$ cat src/rtl/fftag_pkg.sv
package fftag_pkg;

  typedef enum logic {
    PAR_EVEN = 1'b0,
    PAR_ODD  = 1'b1
  } parity_e;

  function automatic int unsigned lg2(input int unsigned v);
    int unsigned r;
    r = 0;
    while ((1 << r) < v) r++;
    return r;
  endfunction

endpackage

$ cat src/rtl/fftag_step_acc.sv
module fftag_step_acc #(
  parameter int W = 4
) (
  input  logic         clk,
  input  logic         rst_n,
  input  logic         clr_i,
  input  logic         adv_i,
  input  logic [W-1:0] step_i,
  output logic [W-1:0] serve_o
);

  logic [W-1:0] acc_q;

  // A clear in the same cycle as an advance serves the cleared value.
  assign serve_o = clr_i ? '0 : acc_q;

  always_ff @(posedge clk or negedge rst_n) begin
    if (!rst_n) begin
      acc_q <= '0;
    end else if (adv_i) begin
      acc_q <= serve_o + step_i;
    end else if (clr_i) begin
      acc_q <= '0;
    end
  end

endmodule

$ cat src/rtl/fftag_stride.sv
module fftag_stride #(
  parameter int N_POINTS = 64,
  parameter int AW       = 5,
  parameter int SW       = 3
) (
  input  logic [SW-1:0] stage_i,
  output logic [AW-1:0] step_o
);

  localparam int unsigned NP = N_POINTS;

  // N >> stage, truncated to the address width (modulo N/2).
  always_comb begin
    step_o = AW'(NP >> stage_i);
  end

endmodule

$ cat src/rtl/fftag_out_reg.sv
module fftag_out_reg #(
  parameter int AW = 5
) (
  input  logic          clk,
  input  logic          rst_n,
  input  logic          load_i,
  input  logic [AW-1:0] addr_i,
  input  logic [AW-1:0] tw_i,
  input  logic          swap_i,
  output logic          valid_o,
  output logic [AW-1:0] addr_o,
  output logic [AW-1:0] tw_o,
  output logic          swap_o
);

  always_ff @(posedge clk or negedge rst_n) begin
    if (!rst_n) begin
      valid_o <= 1'b0;
      addr_o  <= '0;
      tw_o    <= '0;
      swap_o  <= 1'b0;
    end else begin
      valid_o <= load_i;
      if (load_i) begin
        addr_o <= addr_i;
        tw_o   <= tw_i;
        swap_o <= swap_i;
      end
    end
  end

endmodule

$ cat src/rtl/fftag_addr_gen.sv
module fftag_addr_gen
  import fftag_pkg::*;
#(
  parameter int N_POINTS = 64,
  localparam int LOG2N   = lg2(N_POINTS),
  localparam int AW      = LOG2N - 1,
  localparam int SW      = lg2(LOG2N + 1)
) (
  input  logic          clk,
  input  logic          rst_n,
  input  logic          stage_init_i,
  input  logic          rd_req_i,
  input  logic [SW-1:0] stage_i,
  output logic          out_valid_o,
  output logic [AW-1:0] data_addr_o,
  output logic [AW-1:0] tw_addr_o,
  output logic          swap_o
);

  logic [AW-1:0] tw_step;
  logic [AW-1:0] data_serve;
  logic [AW-1:0] tw_serve;
  logic [0:0]    par_serve;
  parity_e       par_now;

  fftag_stride #(
    .N_POINTS(N_POINTS),
    .AW      (AW),
    .SW      (SW)
  ) u_stride (
    .stage_i(stage_i),
    .step_o (tw_step)
  );

  // Data read address: step of one per read.
  fftag_step_acc #(.W(AW)) u_data_acc (
    .clk    (clk),
    .rst_n  (rst_n),
    .clr_i  (stage_init_i),
    .adv_i  (rd_req_i),
    .step_i (AW'(1)),
    .serve_o(data_serve)
  );

  // Twiddle offset, kept already reduced modulo N/2.
  fftag_step_acc #(.W(AW)) u_tw_acc (
    .clk    (clk),
    .rst_n  (rst_n),
    .clr_i  (stage_init_i),
    .adv_i  (rd_req_i),
    .step_i (tw_step),
    .serve_o(tw_serve)
  );

  // Cycle parity: a one-bit accumulator stepping by one.
  fftag_step_acc #(.W(1)) u_par_acc (
    .clk    (clk),
    .rst_n  (rst_n),
    .clr_i  (stage_init_i),
    .adv_i  (rd_req_i),
    .step_i (1'b1),
    .serve_o(par_serve)
  );

  assign par_now = parity_e'(par_serve[0]);

  fftag_out_reg #(.AW(AW)) u_out (
    .clk    (clk),
    .rst_n  (rst_n),
    .load_i (rd_req_i),
    .addr_i (data_serve),
    .tw_i   (tw_serve),
    .swap_i (par_now == PAR_ODD),
    .valid_o(out_valid_o),
    .addr_o (data_addr_o),
    .tw_o   (tw_addr_o),
    .swap_o (swap_o)
  );

endmodule

$ cat config.mk
export PLATFORM = sky130hd
export DESIGN_NAME = fftag_addr_gen
export DESIGN_NICKNAME = d
export VERILOG_FILES = /design/src/rtl/fftag_pkg.sv /design/src/rtl/fftag_step_acc.sv /design/src/rtl/fftag_stride.sv /design/src/rtl/fftag_out_reg.sv /design/src/rtl/fftag_addr_gen.sv
export SDC_FILE = /design/constraint.sdc
export NUM_CORES = 1
export LEC_CHECK = 0
export CAP_MARGIN = 20
export CELL_PAD_IN_SITES_DETAIL_PLACEMENT = 0
export CELL_PAD_IN_SITES_GLOBAL_PLACEMENT = 1
export CORE_MARGIN = 2
export CORE_UTILIZATION = 48
export DETAILED_ROUTE_END_ITERATION = 8
export DONT_BUFFER_PORTS = 1
export HOLD_SLACK_MARGIN = 0.03
export PLACE_DENSITY_LB_ADDON = 0.1
export SYNTH_ARGS = -nofsm -noshare
export SYNTH_HDL_FRONTEND = slang
export SYNTH_SLANG_ARGS = --single-unit
$ cat constraint.sdc
create_clock -name clk -period 2.3 [get_ports clk]
set_input_delay 0.46 -clock clk [delete_from_list [all_inputs] [get_ports clk]]
set_output_delay 0.46 -clock clk [all_outputs]
set_load 0.005 [all_outputs]
# Word level (Yosys, flattened, before mapping)
# Cells that the tools add are included.
[classes]
mux = 6
n_addsub = 3
shifts = 1
[op_table]
columns = ["cell", "n"]
rows = [
  ["$mux 5", 4],
  ["$shr 7x3->5 const A", 1],
  ["$add 5x1->5 const B", 1],
  ["$add 5x5->5", 1],
  ["$mux 1", 2],
  ["$add 1x1->1 const B", 1],
]
[word_totals]
register_bits = 23
output_inout_bits = 12
elab_cells = 17
in_bits = 7

# Logic depth before layout (Yosys ltp)
# Gate-level depths: netlist of the first run.
[depth]
ltp_word = 3
mapped_depth = 9
ltp_nobuf = 8

# Modules after synthesis
# A second synthesis of the first run with hierarchy kept.
[hier_totals]
cells_unflattened = 117
hier_area_um2 = 1426.4
[modules_own_cells]
columns = ["mod", "area_each_um2", "cells_each", "seq_area_each_um2", "instances"]
rows = [
  ["fftag_out_reg", 473.0, 24, 300.3, 1],
  ["fftag_step_acc (u_data_acc)", 425.4, 41, 125.1, 1],
  ["fftag_step_acc (u_tw_acc)", 424.2, 41, 125.1, 1],
  ["fftag_step_acc (u_par_acc)", 51.3, 4, 25.0, 1],
  ["fftag_stride", 45.0, 5, 0.0, 1],
  ["fftag_addr_gen", 7.5, 2, 0.0, 1],
]

# Worst setup path before layout of the first run
# OpenSTA, ideal clock, no wires.
[synth_timing]
path_kind = "in2reg"
from = "input port stage_init_i"
to = "register u_tw_acc.acc_q[4]"
setup_time_ns = 0.080
cell_stages = 9
required_ns = 2.220
setup_slack_ns = 0.141
n_path_buf = 1
t_arrival_ns = 2.079
path_cell_list = "buf_2 > nor2b_1 > ha_1 > inv_1 > fa_1 > nand2b_1 > a2111oi_2 > o21bai_2 > xnor2_1"
[synth_between]
elab_chain_cells = 3
[synth_lines]
columns = ["item", "line", "rtl"]
rows = [
  ["start, declared", "fftag_addr_gen.sv:11", "input logic stage_init_i,"],
  ["$mux 5", "n/a", ""],
  ["named net tw_serve[0]", "fftag_addr_gen.sv:22", "logic [AW-1:0] tw_serve;"],
  ["$add 5x5->5", "fftag_step_acc.sv:21", "acc_q <= serve_o + step_i;"],
  ["$mux 5", "fftag_step_acc.sv:20", "end else if (adv_i) begin"],
  ["end signal, assigned", "fftag_step_acc.sv:21", ""],
  ["end, declared", "fftag_step_acc.sv:12", "logic [W-1:0] acc_q;"],
]
# The timed path passes the listed nets, and every way through them passes these cells.
# A chain may end at the register's enable or synchronous reset.

# Final worst setup path of the first run
[layout_timing]
from = "register u_tw_acc.acc_q[0]"
to = "register u_tw_acc.acc_q[4]"
[layout_between]
elab_chain_cells = 3
[layout_lines]
columns = ["item", "line"]
rows = [
  ["$mux 5", "n/a"],
  ["named net tw_serve[0]", "fftag_addr_gen.sv:22"],
  ["$add 5x5->5", "fftag_step_acc.sv:21"],
  ["$mux 5", "fftag_step_acc.sv:20"],
]
# The timed path passes the listed nets, and every way through them passes these cells.

==> results of run 1 <==
-- state kept, by name (all words and copies together) (netlist names) --
register and flops:
u_tw_acc.acc_q 5, u_out.addr_o 5, u_out.swap_o 1, u_out.tw_o 5
u_out.valid_o 1, u_data_acc.acc_q 5, u_par_acc.acc_q 1
-- per-layer routing --
metal | global-route usage | up-vias
li1 | - | 323
met1 | 0.186 | 322
met3 | 0.0657 | 4
met2 | 0.227 | 16
met5 | 0 | -
met4 | 0.0641 | 0
-- synth_stat cells --
cell	count
o21bai_2	1
nand3b_1	3
inv_1	5
and3b_2	1
a21oi_1	2
ha_1	5
nand2_1	5
nor2b_1	6
nand2b_1	4
a21o_1	1
nor2_1	5
nor3b_1	1
xor2_1	2
mux2_2	11
xnor2_1	6
a2111oi_2	1
dfrtp_1	23
mux2i_1	1
nor3b_2	1
buf_2	2
fa_1	1
o21ai_0	4
inv_2	1
buf_4	1
nand4_1	2
-- worst min-delay path by stage --
| stage | cells after the start | from | to | slack (ns) |
|---|---|---|---|---|
| after floorplan | 0 | rst_n | u_data_acc.acc_q[0]$_DFF_PN0_ | 0.16 |
| after global placement | 0 | rst_n | u_out.tw_o[1]$_DFFE_PN0P_ | 0.16 |
| after detailed placement | 0 | rst_n | u_out.tw_o[1]$_DFFE_PN0P_ | 0.16 |
| after CTS | 0 | rd_req_i | u_out.valid_o$_DFF_PN0_ | 0.16 |
| after global routing | 0 | rd_req_i | u_out.valid_o$_DFF_PN0_ | 0.14 |
| final | 0 | rd_req_i | u_out.valid_o$_DFF_PN0_ | 0.17 |
-- cells by family after synthesis --
family,count (synthesis),synth area share
compound gates,9,0.0564
xor+xnor,8,0.0619
fa+ha+maj,6,0.0730
buf+inv,9,0.0354
flops,23,0.509
mux,12,0.118
simple gates,28,0.146
-- cell type report --
cell class / instances / area share
inverter: 6 / 0.0187
clock buffer: 4 / 0.0218
sequential: 23 / 0.477
timing repair buffer: 3 / 0.0269
tap: 28 / 0.0290
multi-input combinational: 63 / 0.427
-- stage by stage --
step | utilization | hold slack [ns] | cell area, sq um | worst slack, ns | cells
6_report | 0.546 | 0.168 | 1210 | 0.356 | 127
3_5_place_dp | 0.523 | 0.165 | 1160 | 0.173 | 121
4_1_cts | 0.539 | 0.156 | 1190 | 0.330 | 126
5_1_grt | 0.546 | 0.141 | 1210 | 0.179 | 127
3_3_place_gp | 0.523 | 0.165 | 1160 | 0.215 | 121
2_1_floorplan | - | 0.164 | 1130 | 0.141 | 95
-- worst max-delay path: cells and delay by family (launching register included) --
kind	cells	cell delay (ns)
buffers and inverters	1	0.05
flip-flops	1	0.34
adder cells (fa/ha/maj)	2	0.57
XOR/XNOR	1	0.12
AND/OR/NAND/NOR	2	0.35
AO/OA/AOI/OAI	2	0.44
-- report_power, final --
part           leakage, nW  total (mW)  switching, mW  internal (mW)
Sequential           0.307       0.445         0.0133          0.431
Combinational        0.256      0.0752         0.0345         0.0406
Clock               0.0150       0.181          0.113         0.0677
-- timing repair --
item                                   4_1_cts  5_1_grt
setup endpoints to repair                    0        0
hold buffers                                 1        0
endpoints found under the hold margin       23        0
==> results.yml, run 1 <==
floorplanning:
  dieArea_sq_um: 2760
  num_io_pins: 19
  core_area_sq_um: 2210
  rows: 17
  die_w_um: 52.5
  die_h_um: 52.5
  start_util: 0.511
final_layout:
  syn2layout_area_growth_pct: 6.75
  seqCellArea_sq_um: 576
  diodes: 0
  multi_input_area_sq_um: 515
  nFillCells: 205
  layout_commonest_cell: "dfrtp_1"
  final_cell_mix: "23 x dfrtp_1, 11 x mux2_2, 6 x nor2b_1, 6 x xnor2_1"
  layout.nets: 113
  drive_gt1_frac: 0.212
outcome:
  status: "finished, final reports clean"
synth:
  yosys_warnings: 0
  ys_top_cells_by_area: "dfrtp_1 51%, mux2_2 11%, ha_1 5.5%"
  yosysUniqueCellTypes: 25
  synth_nets: 108
  yosysSeqAreaShare: 0.509
  synth_top_area_share: 0.509
  syn_avg_cell_area_sq_um: 11.9
  synth-seq-cells: 23
  synthCells: 95
  syn_area_sq_um: 1130
  synth_top_area_cell: "dfrtp_1"
power:
  power.leakage_nw: 0.579
  ir_drop_uv: 451
  p_per_area_nw_per_um2: 580
  total_power_mw: 0.701
routing:
  routed.top_layer: "met4"
  dr.pass1.iters: 4
  drc_errors: 0
  dr_wl_met2_um: 773
  routed_wl_mm: 1.71
  postRouteAntennaNets: 0
  met1_length_um: 812
  vias: 665
  drtIter0Drc: 5
  wl_per_cell_um: 13.5
  wl_met3_um: 103
  via_per_inst: 5.24
clock_tree:
  cts-resized-gates: 0
  ctsRootBufferMaster: "clkbuf_4"
  clock_path_buffers: 2
  h-tree-depth: 1
  cts_made_buffers: 3
  post_cts.repair.setup_buffers: 0
  clock_sinks: 23
  worstSkewPairLatency_ns: 0.31
  clk_pin_slew_ns: 0.11
  cts_tree: "yes"
sta:
  drv_slew: 0
  final_hold_viol_count: 0
  period_minus_slack_ns: 1.94
  fin_setup_tns_ns: 0
  grt_setup_unrepaired: "false"
  finClkSkew_ns: 0.00123
  max_freq_mhz: 514
  slew_headroom: 0.841
  setup_viol: 0
  worst_slew_pin_slew_ns: 0.238
  period_share: 0.845
grt:
  grt_start_max_net_pins: 24
  overflow: 0
  grt_pass1_vias: 671
  grt_usage: 0.150
  antenna_found_initial: 0
  grt_pass1_wl_mm: 2.90
worst_setup_path:
  slowest_delay_ns: 0.39
  cp-start-kind: "register"
  cp.required_ns: 2.54
  cpMaxStageDelayCell: "fa_1"
  ff2ff_path_depth: 8
  criticalPathCategory: "reg2reg"
  cp-end-kind: "register"
  crit_chain: "nor2b_1 > ha_1 > inv_1 > fa_1 > nand2b_1 > a2111oi_2 > o21bai_2 > xnor2_1"
  rr_startpoint: "u_tw_acc.acc_q[0]$_DFF_PN0_"
  ff2ff_setup_slack_ns: 0.36
  crit_path_end: "u_tw_acc.acc_q[4]$_DFF_PN0_"
  r2r-end: "u_tw_acc.acc_q[4]$_DFF_PN0_"
  crit_start: "u_tw_acc.acc_q[0]$_DFF_PN0_"
  cp_max_fo: 2
  arrival_ns: 2.18
place:
  gp_congestion: 0.688
  hpwl_mm: 1.18
  numPortBuffers: 0
min_path:
  hp-class: "in2reg"
job:
  cap_viol_max_count: 0
Power figures use the tool's default switching activity.
==> run 2, diff against run 1 <==
- clock period: 2.3 -> 1.95 ns (I/O delays scaled with it)
==> run 2 against run 1 <==
Net effect: design area up 2.7%; maximum frequency up 7.5%; routed wire length down 2.7%; core utilization up 1.5 points; via count down 1.4%; clock skew up 0.0056 ns; critical endpoint unchanged.
==> results.yml, run 2 (synthesis gave the netlist of run 1 again) <==
clock_tree:
  clock_sinks: 23
  cts_made_buffers: 3
  worstSkewPairLatency_ns: 0.30
  clock_path_buffers: 2
  cts-resized-gates: 0
  cts_tree: "yes"
  post_cts.repair.setup_buffers: 0
  ctsRootBufferMaster: "clkbuf_4"
  h-tree-depth: 1
  clk_pin_slew_ns: 0.11
  postCtsHoldBufs: 1
floorplanning:
  num_io_pins: 19
  die_w_um: 52.5
  start_util: 0.511
  dieArea_sq_um: 2760
  rows: 17
  core_area_sq_um: 2210
  die_h_um: 52.5
grt:
  grt_start_max_net_pins: 24
  grt_usage: 0.148
  grt_pass1_wl_mm: 2.99
  grt_pass1_vias: 668
  antenna_found_initial: 0
  overflow: 0
worst_setup_path:
  ff2ff_setup_slack_ns: 0.14
  rr_startpoint: "u_tw_acc.acc_q[0]$_DFF_PN0_"
  cp_max_fo: 3
  cp.required_ns: 2.18
  crit_start: "u_tw_acc.acc_q[0]$_DFF_PN0_"
  ff2ff_path_depth: 8
  cp-start-kind: "register"
  cp-end-kind: "register"
  criticalPathCategory: "reg2reg"
  arrival_ns: 2.04
  r2r-end: "u_tw_acc.acc_q[4]$_DFF_PN0_"
final_layout:
  layout.nets: 112
  drive_gt1_frac: 0.255
  layout_commonest_cell: "dfrtp_1"
  final_cell_mix: "23 x dfrtp_1, 11 x mux2_2, 6 x xnor2_1"
  diodes: 0
  seqCellArea_sq_um: 576
  multi_input_area_sq_um: 546
  post-route-util: 0.561
  syn2layout_area_growth_pct: 9.62
  nFillCells: 213
sta:
  setup_ws_ns: 0.142
  worst_slew_pin_slew_ns: 0.271
  setup_viol: 0
  final_hold_viol_count: 0
  grt_setup_unrepaired: "false"
  max_freq_mhz: 553
  period_share: 0.927
  finClkSkew_ns: 0.00680
  period_minus_slack_ns: 1.81
  drv_slew: 0
  slew_headroom: 0.819
power:
  p_per_area_nw_per_um2: 663
  ir_drop_uv: 619
  p_switching_mw: 0.183
  internal_power_mw: 0.639
  power_switching_share: 0.223
  clkPwrFrac: 0.249
  p_comb_frac: 0.114
  power.leakage_nw: 0.589
  seq_power_share: 0.638
routing:
  vias: 656
  wl_per_cell_um: 13.2
  wl_met3_um: 106
  routed_wl_mm: 1.67
  dr_wl_met2_um: 767
  met1_length_um: 778
  drc_errors: 0
  via_per_inst: 5.21
  dr.pass1.iters: 3
  routed.top_layer: "met4"
  postRouteAntennaNets: 0
  drtIter0Drc: 2
min_path:
  whs_endpoint: "u_out.valid_o$_DFF_PN0_"
  whs_path_depth: 0
  hp-class: "in2reg"
  min_from: "rd_req_i"
job:
  cap_viol_max_count: 0
place:
  gp_congestion: 0.698
  pre_cts_slack_ns: -0.0353
  numPortBuffers: 0
outcome:
  status: "finished, final reports clean"
-- run 2: stage by stage --
| stage | setup TNS, ns | hold slack (ns) | cells | area [sq um] | power [mW] |
|---|---|---|---|---|---|
| global route | 0 | 0.0817 | 126 | 1240 | 0.868 |
| CTS | 0 | 0.0939 | 125 | 1210 | 0.835 |
| global placement | 0 | 0.0949 | 120 | 1180 | 0.611 |
| floorplan | 0 | 0.0944 | 95 | 1170 | 0.610 |
| finish | 0 | 0.115 | 126 | 1240 | 0.822 |
| detailed placement | -0.0353 | 0.0949 | 120 | 1180 | 0.613 |
-- run 2: routing by layer --
layer / GRT usage / vias to the layer above
met5: 0 / -
met4: 0.0513 / 0
met3: 0.0571 / 2
met2: 0.219 / 17
met1: 0.199 / 313
li1: - / 324
-- run 2: layout make-up --
type                       instances  area share
clock buffer                       4      0.0212
inverter                           6      0.0182
multi-input combinational         63       0.440
sequential                        23       0.464
tap                               28      0.0283
timing repair buffer               2      0.0283
-- run 2: worst max-delay path, cell delays in order, from the launching register on --
cell and delay [ns]:
dfrtp_1 0.34, nor2b_4 0.17, ha_4 0.14, inv_2 0.03, fa_2 0.36, nand2b_4 0.15, a2111oi_2 0.26, o21bai_2 0.17
xnor2_1 0.12
-- run 2: power groups by stage --
stage / Combinational (mW) / Sequential, mW / Clock, mW
5_1_grt: 0.106 / 0.528 / 0.233
3_3_place_gp: 0.0773 / 0.534 / 0
3_5_place_dp: 0.0788 / 0.534 / 0
4_1_cts: 0.0907 / 0.525 / 0.220
2_1_floorplan: 0.0800 / 0.530 / 0
6_report: 0.0934 / 0.524 / 0.204
-- run 2: worst max path at each step --
stage | slack, ns | depth (start not counted) | to
after floorplan | 0.03 | 9 | u_tw_acc.acc_q[4]$_DFF_PN0_
final | 0.14 | 8 | u_tw_acc.acc_q[4]$_DFF_PN0_
after global routing | 0.009 | 8 | u_tw_acc.acc_q[4]$_DFF_PN0_
after detailed placement | -0.04 | 8 | u_tw_acc.acc_q[4]$_DFF_PN0_
after CTS | 0.1 | 8 | u_tw_acc.acc_q[4]$_DFF_PN0_
after global placement | 0.01 | 8 | u_tw_acc.acc_q[4]$_DFF_PN0_
==> run 3, diff against run 2 <==
- CORE_UTILIZATION: 48 -> 43
- clock period: 1.95 -> 1.5 ns (I/O delays scaled with it)
==> run 3 against run 2 <==
Net effect: clock power grew 39%; via count grew 6.6%; largest cell class is now multi-input combinational cells; non-clock buffer count grew 9; the run now ends with setup timing left; worst hold slack lost 0.041 ns; routed wire length grew 18%; clock skew grew 0.0011 ns.
==> results.yml, run 3 (synthesis gave the netlist of run 1 again) <==
floorplanning:
  dieArea_sq_um: 3060
  start_util: 0.457
  core_area_sq_um: 2480
  num_io_pins: 19
  rows: 18
  die_h_um: 55.3
  die_w_um: 55.3
grt:
  overflow: 0
  grt_usage: 0.138
  antenna_found_initial: 0
  grt_pass1_wl_mm: 3.25
  grt_start_max_net_pins: 24
  grt_pass1_vias: 724
worst_setup_path:
  cpMaxStageDelayCell: "dfrtp_1"
  cp.required_ns: 1.70
  cp-start-kind: "register"
  ff2ff_setup_slack_ns: -0.32
  cp-end-kind: "register"
  r2r-end: "u_tw_acc.acc_q[2]$_DFF_PN0_"
  arrival_ns: 2.02
  rr_startpoint: "u_tw_acc.acc_q[0]$_DFF_PN0_"
  slowest_delay_ns: 0.34
  crit_chain: "nor2b_4 > ha_4 > inv_2 > fa_2 > buf_4 > buf_6 > buf_6 > xnor2_1 > mux2_2"
  worst_path_most_repeated_cell: "buf_6"
  criticalPathCategory: "reg2reg"
  cp_max_fo: 2
  ff2ff_path_depth: 9
sta:
  final_hold_viol_count: 0
  fin_setup_tns_ns: -0.642
  period_share: 1.21
  slew_headroom: 0.746
  finClkSkew_ns: 0.00789
  setup_viol: 3
  period_minus_slack_ns: 1.82
  drv_slew: 0
  worst_slew_pin_slew_ns: 0.379
  setup_ws_ns: -0.320
  grt_setup_unrepaired: "true"
  max_freq_mhz: 549
routing:
  drc_errors: 0
  drtIter0Drc: 5
  via_per_inst: 5.10
  postRouteAntennaNets: 0
  vias: 699
  wl_per_cell_um: 14.3
  routed_wl_mm: 1.96
  dr.pass1.iters: 2
final_layout:
  syn2layout_area_growth_pct: 22.8
  layout.nets: 121
  layout_commonest_cell: "dfrtp_1"
  fin_area_sq_um: 1390
  final_cell_mix: "23 x dfrtp_1, 10 x mux2_2"
  drive_gt1_frac: 0.374
  post-route-util: 0.561
  diodes: 0
min_path:
  whs_endpoint: "u_par_acc.acc_q$_DFF_PN0_"
  whs_path_depth: 1
  hp-class: "in2reg"
  min_from: "rd_req_i"
clock_tree:
  worstSkewPairLatency_ns: 0.31
  clock_path_buffers: 2
  clk_pin_slew_ns: 0.13
  ctsRootBufferMaster: "clkbuf_4"
  cts_tree: "yes"
  clock_sinks: 23
  h-tree-depth: 1
  cts_made_buffers: 3
job:
  cap_viol_max_count: 0
place:
  placed_area_sq_um: 1220
  pre_cts_slack_ns: -0.368
  numPortBuffers: 0
  gp_congestion: 0.777
  hpwl_mm: 1.31
power:
  total_power_mw: 1.12
  ir_drop_uv: 486
  p_per_area_nw_per_um2: 807
  power.leakage_nw: 0.645
outcome:
  violations: "setup timing"
  status: "finished with violations"
==> run 3: cell count changes in the layout (fill, tap and decap cells not counted), moves of 2 or more <==
cell           previous run  this run
buf_4                     0         5
buf_6                     0         2
dlygate4sd3_1             1         3
ha_1                      4         2
==> run 3: worst max-delay path, delay by kind of cell, from the launching register on <==
family,cells,cell delay [ns]
XOR/XNOR,1,0.10
adder cells (fa/ha/maj),2,0.48
buffers and inverters,4,0.37
flip-flops,1,0.34
multiplexers,1,0.25
AND/OR/NAND/NOR,1,0.17
==> run 3: power breakdown <==
| part | switching (mW) | internal [mW] |
|---|---|---|
| Sequential | 0.0223 | 0.661 |
| Clock | 0.185 | 0.0995 |
| Combinational | 0.0668 | 0.0869 |
| Total | 0.274 | 0.848 |
==> run 3: metrics by stage <==
stage / hold WS [ns] / std cells
3_3_place_gp: 0.00488 / 127
2_1_floorplan: 0.00441 / 95
3_5_place_dp: 0.00490 / 127
4_1_cts: 0.0568 / 135
5_1_grt: 0.0536 / 137
6_report: 0.0742 / 137
==> run 3: repair_timing <==
action,in CTS,in global routing
hold endpoints to repair,26,0
setup buffers,1,1
hold buffers,3,0
setup endpoints to repair,3,3
resized for setup,2,11
pin swaps,3,4
==> run 3: layout make-up <==
| type | instances | area, sq um |
|---|---|---|
| Fill cell | 224 | 1090 |
| Multi-Input combinational cell | 63 | 606 |
| Sequential cell | 23 | 576 |
| Timing Repair Buffer | 11 | 118 |
| Tap cell | 30 | 37.5 |
| Inverter | 6 | 25.0 |
| Clock buffer | 3 | 22.5 |
| Clock inverter | 1 | 5.00 |
==> run 3: how the worst max path moves through the flow <==
stage                                startpoint                           to  slack, ns
floorplan                          stage_init_i  u_tw_acc.acc_q[4]$_DFF_PN0_      -0.32
global placement                     stage_i[0]  u_tw_acc.acc_q[4]$_DFF_PN0_      -0.34
detailed placement                   stage_i[0]  u_tw_acc.acc_q[4]$_DFF_PN0_      -0.37
CTS                 u_tw_acc.acc_q[0]$_DFF_PN0_  u_tw_acc.acc_q[4]$_DFF_PN0_      -0.33
global route        u_tw_acc.acc_q[0]$_DFF_PN0_  u_tw_acc.acc_q[4]$_DFF_PN0_      -0.39
finish              u_tw_acc.acc_q[0]$_DFF_PN0_  u_tw_acc.acc_q[2]$_DFF_PN0_      -0.32
==> run 3: metal layers <==
metal,track usage,part of all wire,wire (um),vias to the layer above
li1,-,-,-,345
met1,0.193,0.50,972,340
met2,0.201,0.45,893,12
met3,0.0328,0.043,84,2
met4,0.0627,0.0061,12,0
met5,0,0,0,-
